===== src/rtl/edo_timing_mon.sv =====
module edo_timing_mon #(
   parameter int unsigned T_RAS_MIN = 4,
   parameter int unsigned T_RP_MIN  = 3
) (
   input  logic clk,
   input  logic rst_n,
   input  logic ras_act,
   input  logic ras_fall,
   input  logic ras_rise,
   output logic viol
);

   localparam int unsigned ACT_W = $clog2(T_RAS_MIN + 1);
   localparam int unsigned PRE_W = $clog2(T_RP_MIN + 1);
   localparam logic [ACT_W-1:0] ACT_LIM = ACT_W'(T_RAS_MIN);
   localparam logic [PRE_W-1:0] PRE_LIM = PRE_W'(T_RP_MIN);

   logic [ACT_W-1:0] act_cnt;
   logic [PRE_W-1:0] pre_cnt;

   always_ff @(posedge clk) begin
      if (!rst_n) begin
         act_cnt <= '0;
         pre_cnt <= PRE_LIM;
         viol    <= 1'b0;
      end else begin
         if (ras_fall) begin
            act_cnt <= ACT_W'(1);
            if (pre_cnt < PRE_LIM) viol <= 1'b1;
         end else if (ras_act && act_cnt < ACT_LIM) begin
            act_cnt <= act_cnt + 1'b1;
         end
         if (ras_rise) begin
            pre_cnt <= PRE_W'(1);
            if (act_cnt < ACT_LIM) viol <= 1'b1;
         end else if (!ras_act && pre_cnt < PRE_LIM) begin
            pre_cnt <= pre_cnt + 1'b1;
         end
      end
   end

endmodule


===== config.mk =====
export PLATFORM = sky130hd
export DESIGN_NAME = edo_timing_mon
export DESIGN_NICKNAME = d
export VERILOG_FILES = /design/src/rtl/edo_timing_mon.sv
export SDC_FILE = /design/constraint.sdc
export NUM_CORES = 1
export LEC_CHECK = 0
export ABC_AREA = 1
export BUFFER_PORTS_ARGS = -buffer_cell sky130_fd_sc_hd__buf_2
export CAP_MARGIN = 10
export CORE_AREA = 2 2 39 41
export CTS_CLUSTER_DIAMETER = 80
export CTS_CLUSTER_SIZE = 25
export DETAILED_ROUTE_END_ITERATION = 7
export DIE_AREA = 0 0 41 43
export GPL_TIMING_DRIVEN = 0
export PLACE_DENSITY = 0.35
export SYNTH_ARGS = -nofsm -noshare
export SYNTH_HDL_FRONTEND = slang
export SYNTH_SLANG_ARGS = --single-unit
export TNS_END_PERCENT = 20

===== constraint.sdc =====
create_clock -name clk -period 1.89 [get_ports clk]
set_input_delay 0.378 -clock clk [delete_from_list [all_inputs] [get_ports clk]]
set_output_delay 0.378 -clock clk [all_outputs]
set_load 0.02 [all_outputs]

Word level (Yosys, flattened, before mapping)

Cells that the tools add are included.

Bits in registers: 6
Input bits: 5
Output and inout bits: 1
Logic and storage cells: 25

$add $sub $neg: 2
Magnitude comparators: 2
Multiplexer cells: 8
Bitwise logic cells: 1
Reduce and logical (&&, ||, !) cells: 7

Operator list:

| cell                                                           | number |
|---|---|
| 1-bit two-way mux                                              | 6 |
| 2-bit two-way mux                                              | 2 |
| 2-bit nonzero test                                             | 2 |
| 2-bit OR reduction                                             | 2 |
| 3-bit by 1-bit adder with 3-bit output (second input constant) | 1 |
| 3-bit less-than comparator (second input constant)             | 1 |
| 2-bit by 1-bit adder with 2-bit output (second input constant) | 1 |
| 1-bit logical AND                                              | 2 |
| 2-bit less-than comparator (second input constant)             | 1 |
| 1-bit logical NOT                                              | 1 |
| 1-bit inverter                                                 | 1 |

Logic depth before layout (Yosys ltp)

Gate-level depths: netlist of the first run.

Word-level depth: 5
Depth in mapped cells: 5
Depth with buffers taken out: 5

Worst setup path before layout of the first run

Ideal clock, no wire load.

Path type: register to register
Start: reg pre_cnt[0]
End: reg pre_cnt[0]
Library setup time: 0.118 ns
Data arrival time: 0.805 ns
Data required time: 1.772 ns
Setup slack: 0.967 ns
Cell stages (with the launch flop): 5
Buffers on the path: 0
Period minus slack after synthesis: 0.923 ns
Cells stage by stage: dfxtp_1 -> ha_1 -> nor2_2 -> xnor2_1 -> nand2_1

Cells in the longest elaborated chain, start to end: 2
Elaborated cells on any way between the ends: 3
Classes of those cells: add/sub: 1; order compare: 1; reduce/logical: 1

RTL lines:

| element                    | RTL line | RTL |
|---|---|---|
| from (decl)                | 19       | `logic [PRE_W-1:0] pre_cnt;` |
| from (signal assigned)     | 37       | `pre_cnt <= pre_cnt + 1'b1;` |
| 2-bit less-than comparator | 36       | `end else if (!ras_act && pre_cnt < PRE_LIM) begin` |
| 1-bit logical AND          | 36       |  |

Parallel ways exist; a longest one is shown, timed or not.
A chain may end at the register's enable or synchronous reset.

Worst setup path after layout of the first run

Start: reg viol
End: out viol

RTL lines:

| element                | RTL line | RTL |
|---|---|---|
| from (decl)            | 10       | `output logic viol` |
| from (signal assigned) | 25       | `viol <= 1'b0;` |
| from (signal assigned) | 29       | `if (pre_cnt < PRE_LIM) viol <= 1'b1;` |
| from (signal assigned) | 35       | `if (act_cnt < ACT_LIM) viol <= 1'b1;` |

No word-level cell between the ends.

==> results of run 1 <==
metal layers:
layer | up-vias | global-route usage, %
met5 | - | 0
met1 | 102 | 8.12
met3 | 0 | 7.85
met4 | 0 | 4.00
met2 | 5 | 6.88
li1 | 131 | -
synthesized netlist by cell type:
library cell and count:
sky130_fd_sc_hd__a21oi_1 2, sky130_fd_sc_hd__a21oi_2 1, sky130_fd_sc_hd__dfxtp_1 6, sky130_fd_sc_hd__ha_1 2, sky130_fd_sc_hd__inv_1 3, sky130_fd_sc_hd__inv_2 2, sky130_fd_sc_hd__nand2_1 9, sky130_fd_sc_hd__nand3_1 4
sky130_fd_sc_hd__nor2_1 3, sky130_fd_sc_hd__nor2_2 1, sky130_fd_sc_hd__o21ai_0 1, sky130_fd_sc_hd__o21bai_1 1, sky130_fd_sc_hd__xnor2_1 1
cell type report:
cell class | count | share of cell area (%)
Multi-Input combinational cell | 25 | 39.8
Clock buffer | 3 | 6.57
Timing Repair Buffer | 5 | 7.30
Sequential cell | 6 | 35.0
Tap cell | 16 | 5.84
Inverter | 5 | 5.47
stage by stage:
step,area [um2],cells,power (uW)
2_1_floorplan,275,36,167
3_3_place_gp,320,57,179
3_5_place_dp,320,57,179
4_1_cts,343,60,302
5_1_grt,343,60,313
6_report,343,60,292
power by group through the flow:
stage	sequential, uW	combinational, uW	clock [uW]
final	139	38.1	116
after global placement	141	38.0	0
after detailed placement	141	38.5	0
after floorplan	142	24.2	0
after global routing	139	42.8	131
after CTS	139	38.8	124
final timing paths:
kind                            from                 endpoint  slack [ns]  cells after the start
max                  viol$_SDFF_PN0_                     viol        0.81                      1
min                         ras_rise  pre_cnt[0]$_SDFFE_PP1P_        0.36                      3
max reg2reg  pre_cnt[0]$_SDFFE_PP1P_  pre_cnt[0]$_SDFFE_PP1P_        0.90                      4
min reg2reg  act_cnt[1]$_SDFFE_PP0P_  act_cnt[1]$_SDFFE_PP0P_        0.46                      2
cell usage in the layout, fill, tap and decap left out:
cell                       n
sky130_fd_sc_hd__nand2_1   9
sky130_fd_sc_hd__dfxtp_1   6
sky130_fd_sc_hd__buf_2     5
sky130_fd_sc_hd__nand3_1   4
sky130_fd_sc_hd__inv_1     3
sky130_fd_sc_hd__nor2_1    3
sky130_fd_sc_hd__clkbuf_4  3
sky130_fd_sc_hd__inv_2     2
sky130_fd_sc_hd__a21oi_1   2
sky130_fd_sc_hd__ha_1      2
sky130_fd_sc_hd__o21bai_1  1
sky130_fd_sc_hd__o21ai_0   1
sky130_fd_sc_hd__a21oi_2   1
sky130_fd_sc_hd__nor2_2    1
sky130_fd_sc_hd__xnor2_1   1
cell families (layout without fill, tap and decap cells):
logic type | after synthesis | after routing | share of synthesized area (%)
simple gates | 17 | 17 | 25.9
xor+xnor | 1 | 1 | 3.18
compound gates | 5 | 5 | 11.4
fa+ha+maj | 2 | 2 | 9.09
flops | 6 | 6 | 43.6
buf+inv | 5 | 13 | 6.82
registers in the layout, indices dropped and copies added (netlist names):
register,cells
act_cnt,3
pre_cnt,2
viol,1
==> insert_results.sql, run 1 <==
INSERT INTO impl_metrics (metric_group, metric, value, unit) VALUES
('run_status', 'status', 'finished, final reports clean', ''),
('cells_and_area', 'fillerInstances', '147', ''),
('power_and_ir_drop', 'power.clock.fraction', '39.6', '%'),
('power_and_ir_drop', 'fraction_of_power_spent_switching_nets', '23.8', '%'),
('critical_path', 'cp-end-kind', 'primary output', ''),
('placed_design', 'post-place-ws', '0.909', 'ns'),
('timing', 'worst_slew_pin_slew', '0.169', 'ns'),
('clocking', 'ctsLongestPathBuffers', '2', ''),
('cells_and_area', 'multi_input_area', '136', 'um2'),
('power_and_ir_drop', 'switchingPower', '69.5', 'uW'),
('yosys', 'synth_fp_nets', '43', ''),
('critical_path', 'critPathSlowestCell', 'sky130_fd_sc_hd__dfxtp_1', ''),
('critical_path', 'path_cells', 'buf_2', ''),
('critical_path', 'worst-path-max-fanout', '2', ''),
('routing', 'finalWirelength', '464', 'um'),
('placed_design', 'globalplace.congestion', '0.686', ''),
('yosys', 'seq_area_frac_synth', '43.6', '%'),
('die', 'initial_utilization', '19.9', '%'),
('clocking', 'clk-insertion-delay-late', '0.24', 'ns'),
('yosys', 'postSynthRegisterBits', '6', ''),
('grt', 'maximum_number_of_pins_on_one_net_before_global_route_repair', '6', ''),
('grt', 'initial_antenna_violation_count', '0', ''),
('die', 'die_area', '1760', 'um2'),
('timing', 'relSlewSlack', '88.6', '%'),
('yosys', 'synth_instances', '36', ''),
('routing', 'detail_route.wl_per_cell', '7.73', 'um'),
('run', 'maxCapViolCount', '0', ''),
('die', 'chipHeight', '43', 'um'),
('yosys', 'synth_area_per_cell', '7.65', 'um2'),
('clocking', 'clk_pin_slew_worst_paths', '0.04', 'ns'),
('routing', 'length_of_the_first_detailed_routing_pass_in_iterations', '2', ''),
('timing', 'finalSetupViolCount', '0', ''),
('cells_and_area', 'antenna_cells', '0', ''),
('clocking', 'number_of_setup_buffers_added_after_cts', '0', ''),
('power_and_ir_drop', 'cell_internal_pwr', '223', 'uW'),
('die', 'die_width', '41', 'um'),
('clocking', 'cts_tree', 'done', ''),
('grt', 'globalRoute.totalOverflow', '0', ''),
('cells_and_area', 'post_route_cells_drive_above_1_share', '27.3', '%'),
('timing', 'final_hold_viol_count', '0', ''),
('timing', 'layout_worst_path_cycle_share', '57.4', '%'),
('routing', 'vias', '238', ''),
('routing', 'detailroute.wirelength.met3', '36', 'um'),
('timing', 'fin_worst_hold_slack', '0.357', 'ns'),
('placed_design', 'numPortBuffers', '5', ''),
('routing', 'met1_length', '230', 'um'),
('routing', 'routed.top_layer', 'met3', ''),
('timing', 'grt_setup_unrepaired', 'no', ''),
('die', 'io_pins', '6', ''),
('yosys', 'synth_area_leaders', 'sky130_fd_sc_hd__dfxtp_1 (44%), sky130_fd_sc_hd__nand2_1 (12%), sky130_fd_sc_hd__ha_1 (9.1%), sky130_fd_sc_hd__nand3_1 (7.3%), sky130_fd_sc_hd__inv_1 (4.1%)', ''),
('routing', 'drtIter0Drc', '2', ''),
('critical_path', 'path_class', 'reg -> out', ''),
('timing', 'max_clock_freq', '922', 'MHz'),
('power_and_ir_drop', 'power.share.combinational', '13.0', '%'),
('yosys', 'synth.lib_cells_used.distinct', '13', ''),
('power_and_ir_drop', 'power_frac_seq', '47.4', '%'),
('clocking', 'clock_tree.root_cell', 'sky130_fd_sc_hd__clkbuf_4', ''),
('clocking', 'cts-htree-levels', '1', ''),
('yosys', 'synth_top_cell_by_area', 'sky130_fd_sc_hd__dfxtp_1', ''),
('cells_and_area', 'final-seq-area', '120', 'um2'),
('timing', 'finClkSkew', '0.00314', 'ns'),
('yosys', 'post-synth-top-area-fraction', '43.6', '%'),
('routing', 'avg_vias_per_cell', '3.97', ''),
('clocking', 'clock-sinks', '6', ''),
('die', 'design.core.area', '1380', 'um2'),
('critical_path', 'cp_data_arrival_time', '0.71', 'ns'),
('clocking', 'postCtsHoldBufs', '0', ''),
('clocking', 'cts_buffers', '3', ''),
('power_and_ir_drop', 'max-vdd-ir-drop', '313', 'uV'),
('clocking', 'ctsResizeCount', '0', ''),
('routing', 'drcViolationCount', '0', '');
Power figures use the tool's default switching activity.
==> run 2: changes to the inputs <==
ABC_AREA = 0   (was 1)
clock period = 0.9 ns   (was 1.89 ns; I/O delays follow)
==> insert_results.sql, run 2 <==
INSERT INTO impl_metrics (metric_group, metric, value, unit) VALUES
('clocking', 'cts_buffers', '3', ''),
('critical_path', 'critical_path_buf_inv_count', '0', ''),
('timing', 'grt_setup_unrepaired', 'yes', ''),
('clocking', 'clock_tree.root_cell', 'sky130_fd_sc_hd__clkbuf_4', ''),
('clocking', 'cts_tree', 'done', ''),
('cells_and_area', 'layoutNonFillerInstCount', '50', ''),
('timing', 'finalCriticalPeriod', '0.955', 'ns'),
('power_and_ir_drop', 'power.static_leakage', '0.000155', 'uW'),
('power_and_ir_drop', 'max-vdd-ir-drop', '537', 'uV'),
('die', 'die_area', '1760', 'um2'),
('yosys', 'number_of_enable_flip_flop_cells_after_synthesis', '0', ''),
('yosys', 'seq_area_frac_synth', '46.2', '%'),
('yosys', 'synth_area_leaders', 'sky130_fd_sc_hd__dfxtp_1 (46%), sky130_fd_sc_hd__ha_1 (9.6%), sky130_fd_sc_hd__mux2i_1 (7.7%), sky130_fd_sc_hd__o21a_1 (5.8%), sky130_fd_sc_hd__nor2b_4 (5.3%)', ''),
('cells_and_area', 'post_route_cells_drive_above_1_share', '50.0', '%'),
('yosys', 'post-synth-top-area-fraction', '46.2', '%'),
('critical_path', 'path_depth', '4', ''),
('clocking', 'clk-insertion-delay-late', '0.24', 'ns'),
('die', 'die_width', '41', 'um'),
('critical_path', 'delay_contributed_by_the_slowest_stage_of_the_critical_path', '0.33', 'ns'),
('routing', 'drcViolationCount', '0', ''),
('yosys', 'postSynth.asyncResetShare', '0', '%'),
('run', 'maxCapViolCount', '0', ''),
('routing', 'length_of_the_first_detailed_routing_pass_in_iterations', '1', ''),
('critical_path', 'setup.worst_path.end', 'pre_cnt[1]$_SDFFE_PN1P_', ''),
('grt', 'first_pass_grt_wire_length', '779', 'um'),
('yosys', 'postSynthRegisterBits', '6', ''),
('clocking', 'cts-htree-levels', '1', ''),
('power_and_ir_drop', 'fraction_of_power_spent_switching_nets', '23.5', '%'),
('timing', 'finalSetupViolCount', '2', ''),
('placed_design', 'globalplace.congestion', '0.624', ''),
('grt', 'globalRouteMet2Util', '8.44', '%'),
('yosys', 'synth_instances', '25', ''),
('timing', 'final_hold_viol_count', '0', ''),
('timing', 'layout_worst_path_cycle_share', '106', '%'),
('critical_path', 'reg_to_reg_startpoint', 'pre_cnt[0]$_SDFFE_PP1P_', ''),
('power_and_ir_drop', 'power.clock.fraction', '38.4', '%'),
('yosys', 'yosysMostFrequentCell', 'sky130_fd_sc_hd__dfxtp_1', ''),
('timing', 'drv_slew', '0', ''),
('timing', 'max_clock_freq', '1050', 'MHz'),
('clocking', 'clk_pin_slew_worst_paths', '0.05', 'ns'),
('timing', 'worst_slew_pin_slew', '0.120', 'ns'),
('yosys', 'synth_area', '260', 'um2'),
('cells_and_area', 'most_flop_heavy_register', 'act_cnt', ''),
('yosys', 'synth_top_cell_by_area', 'sky130_fd_sc_hd__dfxtp_1', ''),
('placed_design', 'dp.cells', '46', ''),
('grt', 'initial_antenna_violation_count', '0', ''),
('critical_path', 'crit_path_leading_delay_family', 'flip-flops', ''),
('yosys', 'synth_fp_nets', '32', ''),
('power_and_ir_drop', 'report.power.total', '640', 'uW'),
('routing', 'avg_vias_per_cell', '3.94', ''),
('die', 'rows', '14', ''),
('power_and_ir_drop', 'power_frac_seq', '46.6', '%'),
('critical_path', 'cp_data_arrival_time', '1.09', 'ns'),
('clocking', 'clock-sinks', '6', ''),
('routing', 'drtIter0Drc', '0', ''),
('grt', 'maximum_number_of_pins_on_one_net_before_global_route_repair', '6', ''),
('cells_and_area', 'flow.area_growth_from_synthesis', '44.2', '%'),
('die', 'io_pins', '6', ''),
('routing', 'vias', '197', ''),
('yosys', 'yosys-top-cells-count', 'sky130_fd_sc_hd__dfxtp_1 (6), sky130_fd_sc_hd__nor2_1 (3)', ''),
('cells_and_area', 'largest_registers_ranked_by_flip_flop_count', 'act_cnt x3, pre_cnt x2, viol x1', ''),
('critical_path', 'cp-end-kind', 'register', ''),
('timing', 'finClkSkew', '0.00367', 'ns'),
('placed_design', 'numPortBuffers', '5', ''),
('die', 'design.core.area', '1380', 'um2'),
('cells_and_area', 'num-nets-final', '43', ''),
('critical_path', 'path_class', 'reg -> reg', ''),
('critical_path', 'timing.critical_path.from', 'pre_cnt[0]$_SDFFE_PP1P_', ''),
('critical_path', 'worst_path_required', '1.03', 'ns'),
('routing', 'detail_route.wl_per_cell', '9.34', 'um'),
('clocking', 'postCtsHoldBufs', '0', ''),
('grt', 'groute.usage.overall', '7.14', '%'),
('timing', 'relSlewSlack', '91.7', '%'),
('grt', 'gr-max-usage-layer', 'met4', ''),
('critical_path', 'timing.reg2reg.worst_path_depth', '4', ''),
('yosys', 'synth_area_per_cell', '10.4', 'um2'),
('grt', 'met1_usage', '7.77', '%'),
('grt', 'globalRoute.totalOverflow', '0', ''),
('cells_and_area', 'utilization', '27.1', '%'),
('critical_path', 'critPathSlowestCell', 'sky130_fd_sc_hd__dfxtp_2', ''),
('grt', 'grt_pass1_vias', '206', ''),
('power_and_ir_drop', 'power.share.combinational', '15.0', '%'),
('power_and_ir_drop', 'cell_internal_pwr', '490', 'uW'),
('critical_path', 'critPathLaunchType', 'register', ''),
('run_status', 'failing_checks', 'negative setup slack', ''),
('yosys', 'ys.flop_type', 'sky130_fd_sc_hd__dfxtp_1', ''),
('cells_and_area', 'antenna_cells', '0', ''),
('timing', 'final.setup.worst_slack', '-0.0552', 'ns'),
('clocking', 'ctsLongestPathBuffers', '2', ''),
('cells_and_area', 'layout.cells.most_common_list', 'sky130_fd_sc_hd__dfxtp_2 (4), sky130_fd_sc_hd__buf_2 (4), sky130_fd_sc_hd__clkbuf_4 (3)', ''),
('routing', 'finalWirelength', '467', 'um'),
('cells_and_area', 'largest_register_ffs', '3', ''),
('yosys', 'synthesis.yosys.warnings', '0', ''),
('critical_path', 'crit-reg2reg-capture', 'pre_cnt[1]$_SDFFE_PN1P_', ''),
('yosys', 'synth.lib_cells_used.distinct', '14', ''),
('power_and_ir_drop', 'switchingPower', '151', 'uW'),
('run_status', 'status', 'complete, but fails checks', ''),
('die', 'initial_utilization', '18.8', '%'),
('critical_path', 'worst-path-max-fanout', '2', ''),
('power_and_ir_drop', 'power_density', '1710', 'nW/um2'),
('hold_path', 'worst_hold_path_type', 'in -> reg', ''),
('die', 'chipHeight', '43', 'um'),
('routing', 'antenna_left', '0', ''),
('critical_path', 'path_cells', 'ha_4, nor2_4, mux2i_1, o21ai_1', ''),
('critical_path', 'rrSetupSlack', '-0.06', 'ns'),
('grt', 'met3_usage', '2.62', '%');
-- run 2: cell count changes in the layout (fill, tap and decap cells not counted), moves of 4 or more --
cell / before / now
sky130_fd_sc_hd__dfxtp_1: 6 / 2
sky130_fd_sc_hd__dfxtp_2: 0 / 4
sky130_fd_sc_hd__nand2_1: 9 / 0
sky130_fd_sc_hd__nand3_1: 4 / 0
-- run 2: layer usage --
layer	up-vias	part of all wire [%]
met1	90	46
li1	103	-
met4	0	0
met2	4	47
met5	-	0
met3	0	6.9
-- run 2: kinds of logic after synthesis --
group | count (synthesis) | share of synthesized area, %
DFF | 6 | 46.2
buffers and inverters | 2 | 2.89
xor gates and xnor gates | 2 | 6.73
and+or+nand+nor | 6 | 14.9
AOI/OAI and AO/OA | 5 | 12.0
adders and majority gates | 2 | 9.61
muxes | 2 | 7.69
-- run 2: final cells by class --
cell class | instances | area [um2]
clock buffers | 3 | 22.5
fillers | 154 | 1010
inverters | 2 | 7.51
multi-input cells | 17 | 165
flip-flops and latches | 6 | 125
well taps | 16 | 20.0
repair buffers | 6 | 35.0
-- run 2: how the worst min path moves through the flow --
| stage | start | end | slack, ns | cells after the start |
|---|---|---|---|---|
| after floorplan | ras_rise | pre_cnt[1]$_SDFFE_PN1P_ | 0.26 | 1 |
| after global placement | ras_rise | pre_cnt[1]$_SDFFE_PN1P_ | 0.38 | 2 |
| after detailed placement | ras_rise | pre_cnt[1]$_SDFFE_PN1P_ | 0.38 | 2 |
| after CTS | ras_rise | pre_cnt[1]$_SDFFE_PN1P_ | 0.12 | 2 |
| after global routing | ras_rise | pre_cnt[1]$_SDFFE_PN1P_ | 0.13 | 2 |
| final | ras_rise | pre_cnt[1]$_SDFFE_PN1P_ | 0.13 | 2 |
-- run 2: through the flow --
step           setup WS [ns]  hold WS [ns]  setup TNS, ns  area, um2
2_1_floorplan        -0.0525         0.258        -0.0534        283
3_3_place_gp         -0.0918         0.376         -0.126        328
3_5_place_dp          -0.106         0.376         -0.166        328
4_1_cts              -0.0739         0.116         -0.119        362
5_1_grt               -0.114         0.132         -0.189        375
6_report             -0.0552         0.135        -0.0843        375
-- run 2: timing repair --
item / in CTS / in global routing
pin swaps: 3 / 0
resized for setup: 2 / 2
setup buffers: 1 / 0
endpoints found under the setup margin: 4 / 6
-- run 2: power by group through the flow --
stage | Clock [uW] | Combinational (uW) | Sequential (uW)
after floorplan | 0 | 58.0 | 303
after global placement | 0 | 88.4 | 300
after detailed placement | 0 | 89.1 | 300
after CTS | 271 | 94.6 | 295
after global routing | 282 | 106 | 299
final | 246 | 96.2 | 298
